## src/rtl/bip_pulse_gen.sv

```systemverilog
// Module: bip_pulse_gen
// Registers the mismatch count and serialises it as a train of pulses,
// each PULSE_W clocks high followed by PULSE_W clocks low. A new load
// restarts the train. It assumes loads are spaced further apart than the
// longest train.
module bip_pulse_gen #(
    parameter int PULSE_W = 8,
    parameter int CNT_W   = 4,
    parameter int PH_W    = 4
) (
    input  logic             clk,
    input  logic             rst_n,
    input  logic             load,
    input  logic [CNT_W-1:0] mism,
    output logic             err_pulse,
    output logic [CNT_W-1:0] err_cnt
);

    localparam logic [PH_W-1:0] PH_LAST = PH_W'(2 * PULSE_W - 1);
    localparam logic [PH_W-1:0] PH_HIGH = PH_W'(PULSE_W);

    logic [CNT_W-1:0] rem_q;
    logic [PH_W-1:0]  ph_q;
    logic             active_q;

    // Holds the reported count until the next comparison.
    always_ff @(posedge clk) begin
        if (!rst_n) begin
            err_cnt <= '0;
        end else if (load) begin
            err_cnt <= mism;
        end
    end

    // Walks the phase counter and the number of pulses still to send.
    always_ff @(posedge clk) begin
        if (!rst_n) begin
            rem_q    <= '0;
            ph_q     <= '0;
            active_q <= 1'b0;
        end else if (load) begin
            rem_q    <= mism;
            ph_q     <= '0;
            active_q <= (mism != '0);
        end else if (active_q) begin
            if (ph_q == PH_LAST) begin
                ph_q  <= '0;
                rem_q <= rem_q - 1'b1;
                if (rem_q == CNT_W'(1)) begin
                    active_q <= 1'b0;
                end
            end else begin
                ph_q <= ph_q + 1'b1;
            end
        end
    end

    // High during the first half of each pulse period.
    always_comb begin
        err_pulse = active_q && (ph_q < PH_HIGH);
    end

endmodule

```

## config.mk

```make
export PLATFORM = sky130hd
export DESIGN_NAME = bip_pulse_gen
export DESIGN_NICKNAME = d
export VERILOG_FILES = /design/src/rtl/bip_pulse_gen.sv
export SDC_FILE = /design/constraint.sdc
export NUM_CORES = 1
export LEC_CHECK = 0
export BUFFER_PORTS_ARGS = -buffer_cell sky130_fd_sc_hd__buf_2
export CAP_MARGIN = 20
export CORE_MARGIN = 2
export CORE_UTILIZATION = 30
export CTS_CLUSTER_SIZE = 20
export DETAILED_ROUTE_END_ITERATION = 12
export GPL_ROUTABILITY_DRIVEN = 0
export PLACE_DENSITY = 0.53
export SYNTH_ARGS = -nofsm -noshare
export SYNTH_HDL_FRONTEND = slang
export SYNTH_SLANG_ARGS = --single-unit
```

## constraint.sdc

```tcl
create_clock -name clk -period 1.9 [get_ports clk]
set_input_delay 0.095 -clock clk [delete_from_list [all_inputs] [get_ports clk]]
set_output_delay 0.095 -clock clk [all_outputs]
set_load 0.005 [all_outputs]
```

==> impl_metrics.json <==
{
  "global_route_wire_length_before_repair_um": 2030,
  "fmaxAchievable_ghz": 0.711,
  "initial_antenna_violation_count": 0,
  "timing.critical_path.fanout_max": 7,
  "max-cap-violations": 0,
  "global_route.usage.met3_pct": 2.12,
  "power_mw": 0.534,
  "ctsRootBufferMaster": "sky130_fd_sc_hd__clkbuf_4",
  "critical_path.reg2reg.startpoint": "ph_q[0]$_SDFFE_PP0P_",
  "number_of_top_level_pins": 12,
  "grt_util_all_layers_pct": 10.9,
  "floorplan.initialDensity_pct": 32.1,
  "final_cell_count_without_fillers": 104,
  "drt.antenna.violating_nets": 0,
  "synth.avg_cell_area_um2": 9.68,
  "timing.reg2reg.setup_slack_ns": 0.49,
  "ys_seq_elements": 13,
  "syn_to_final_growth_pct": 16.1,
  "rsz_0062_raised_after_global_routing": "false",
  "drt-total-wl_um": 1120,
  "first_global_vias": 479,
  "clkSlewWorstSetupHoldPaths_ns": 0.08,
  "timing_max_transition_violations_final": 0,
  "fin_util_pct": 37.2,
  "gate_count_of_the_mapped_netlist": 65,
  "min_period_over_period_pct": 74.0,
  "design.core.area_um2": 1960,
  "average_vias_per_placed_instance": 4.51,
  "max_slew_margin_pct": 78.2,
  "timing.setup.tns_ns": 0,
  "leakage_power_nw": 0.317,
  "cp.required_ns": 2.07,
  "use_met1_pct": 13.8,
  "vdd.ir_drop.worst_mv": 0.406,
  "setup_skew_ns": 0.00150,
  "vias": 469,
  "hold_viol_final": 0,
  "grt_most_used_layer": "met2",
  "numCtsBuffers": 3,
  "routedWlPerCell_um": 10.7,
  "period_needed_ns": 1.41,
  "cts_hold_buffers": 0,
  "timing.final.setup_violations": 0,
  "synth.cell_area_um2": 629,
  "hp-class": "in2reg",
  "synth_cell_types": 29,
  "layout.nets": 88,
  "cts.htree.levels": 1,
  "synthesis.nets": 75,
  "critical_path_class": "reg2reg",
  "use_met2_pct": 16.0,
  "die_height_um": 49.8,
  "placed_cells": 100,
  "power_density_nw_per_um2": 731,
  "outcome": "finished clean",
  "min_path_cells": 3,
  "portBuffers": 11,
  "design.die.area_um2": 2480,
  "grt_start_max_net_pins": 12,
  "cts.repair_timing.setup_buffer_count": 0,
  "post_route_cells_drive_above_1_share_pct": 20.8,
  "count_of_clock_tree_sinks": 13,
  "hold_end": "rem_q[1]$_SDFFE_PN0P_",
  "r2r_end": "rem_q[3]$_SDFFE_PN0P_",
  "route.detailed.drc": 0,
  "drt_first_iter_violations": 5,
  "placedInstanceArea_um2": 704,
  "crit_path_end_kind": "flip-flop",
  "yosysSeqAreaShare_pct": 41.4,
  "critical_path_arrival_ns": 1.58,
  "fp-row-count": 16,
  "drt_first_pass_iters": 2,
  "cts-resized-gates": 0,
  "worstMarginPinSlew_ns": 0.322,
  "mostFrequentLayoutCells": "sky130_fd_sc_hd__dfxtp_1, sky130_fd_sc_hd__buf_2, sky130_fd_sc_hd__inv_1, sky130_fd_sc_hd__nor2_1, sky130_fd_sc_hd__mux2i_1",
  "dieWidth_um": 49.8,
  "hp-start": "mism[1]",
  "diodes": 0,
  "startpoint_type": "flip-flop",
  "reg2regPathDepth": 4,
  "dp_hpwl_um": 855,
  "final_common_cell": "sky130_fd_sc_hd__dfxtp_1",
  "layout.cell_area.non_filler_um2": 731,
  "n_fill_cell": 220,
  "yosysWarnings": 0,
  "clock_latency_ns": 0.27,
  "grt.overflow.total": 0,
  "tritoncts": "yes",
  "cts-root-to-sink-buffers": 2
}
[stage by stage]
stage               hold slack [ns]  setup WS (ns)
finish                       0.0989          0.493
global route                  0.114          0.391
CTS                          0.0908          0.484
detailed placement            0.379          0.494
global placement              0.365          0.522
floorplan                     0.241          0.558
[metal layers]
metal | up-vias | wire (um)
li1 | 247 | -
met1 | 213 | 561
met2 | 7 | 505
met3 | 2 | 29
met4 | 0 | 19
met5 | - | 0
[power breakdown]
| group | switching [mW] | total (mW) | internal [mW] |
|---|---|---|---|
| sequential | 0.0104 | 0.296 | 0.286 |
| combinational | 0.0317 | 0.0644 | 0.0327 |
| clock | 0.0922 | 0.173 | 0.0813 |
| total | 0.134 | 0.534 | 0.400 |
[worst max path at each step]
stage	start	end
final	ph_q[0]$_SDFFE_PP0P_	rem_q[3]$_SDFFE_PN0P_
after global routing	ph_q[0]$_SDFFE_PP0P_	rem_q[3]$_SDFFE_PN0P_
after floorplan	ph_q[0]$_SDFFE_PP0P_	rem_q[3]$_SDFFE_PN0P_
after global placement	ph_q[0]$_SDFFE_PP0P_	rem_q[3]$_SDFFE_PN0P_
after detailed placement	ph_q[0]$_SDFFE_PP0P_	rem_q[3]$_SDFFE_PN0P_
after CTS	ph_q[0]$_SDFFE_PP0P_	rem_q[3]$_SDFFE_PN0P_
[critical path: stages (launching register included)]
cell and delay [ns]:
sky130_fd_sc_hd__dfxtp_1 0.37, sky130_fd_sc_hd__ha_1 0.25, sky130_fd_sc_hd__nand4_4 0.16, sky130_fd_sc_hd__o21a_1 0.21, sky130_fd_sc_hd__o311a_1 0.31
[cell usage after synthesis (all sizes together)]
master  instances  area share, %
a21oi           1           0.79
o21a            1            1.2
nand4           2            4.4
nor3            1           0.79
a311o           1            1.6
clkbuf          1           0.60
xnor2           2            2.8
nand3           2            1.6
nand2           2            1.2
mux2i           5            8.0
a31oi           1           0.99
buf             2            1.6
xor2            2            2.8
mux2            1            1.8
nor4bb          1            1.6
inv             5            3.0
o311a           1            1.6
nor2            5            3.0
ha              3            6.0
o41ai           1            1.4
o21ai           4            3.2
nand2b          1           0.99
dfxtp          13             41
nor2b           4            4.0
or3             2            2.8
a21boi          1            1.2
[cell families after synthesis]
logic type | count (synthesis) | share of synthesized area, %
mux | 6 | 9.74
simple gates | 20 | 20.3
fa+ha+maj | 3 | 5.96
compound gates | 11 | 11.9
buf+inv | 8 | 5.17
xor+xnor | 4 | 5.57
flops | 13 | 41.4
[area by class of cell]
type / instances / area, um2 / share of cell area, %
flip-flops and latches: 13 / 260 / 35.6
inverters: 5 / 18.8 / 2.57
well taps: 27 / 33.8 / 4.62
repair buffers: 11 / 55.1 / 7.53
clock buffers: 4 / 26.3 / 3.60
multi-input cells: 44 / 337 / 46.1
[sequential cells by signal, summed over array words and instances, names as in the netlist]
register and cells:
rem_q 4, active_q 1, ph_q 4, err_cnt 4
(Power assumes the default switching activity.)
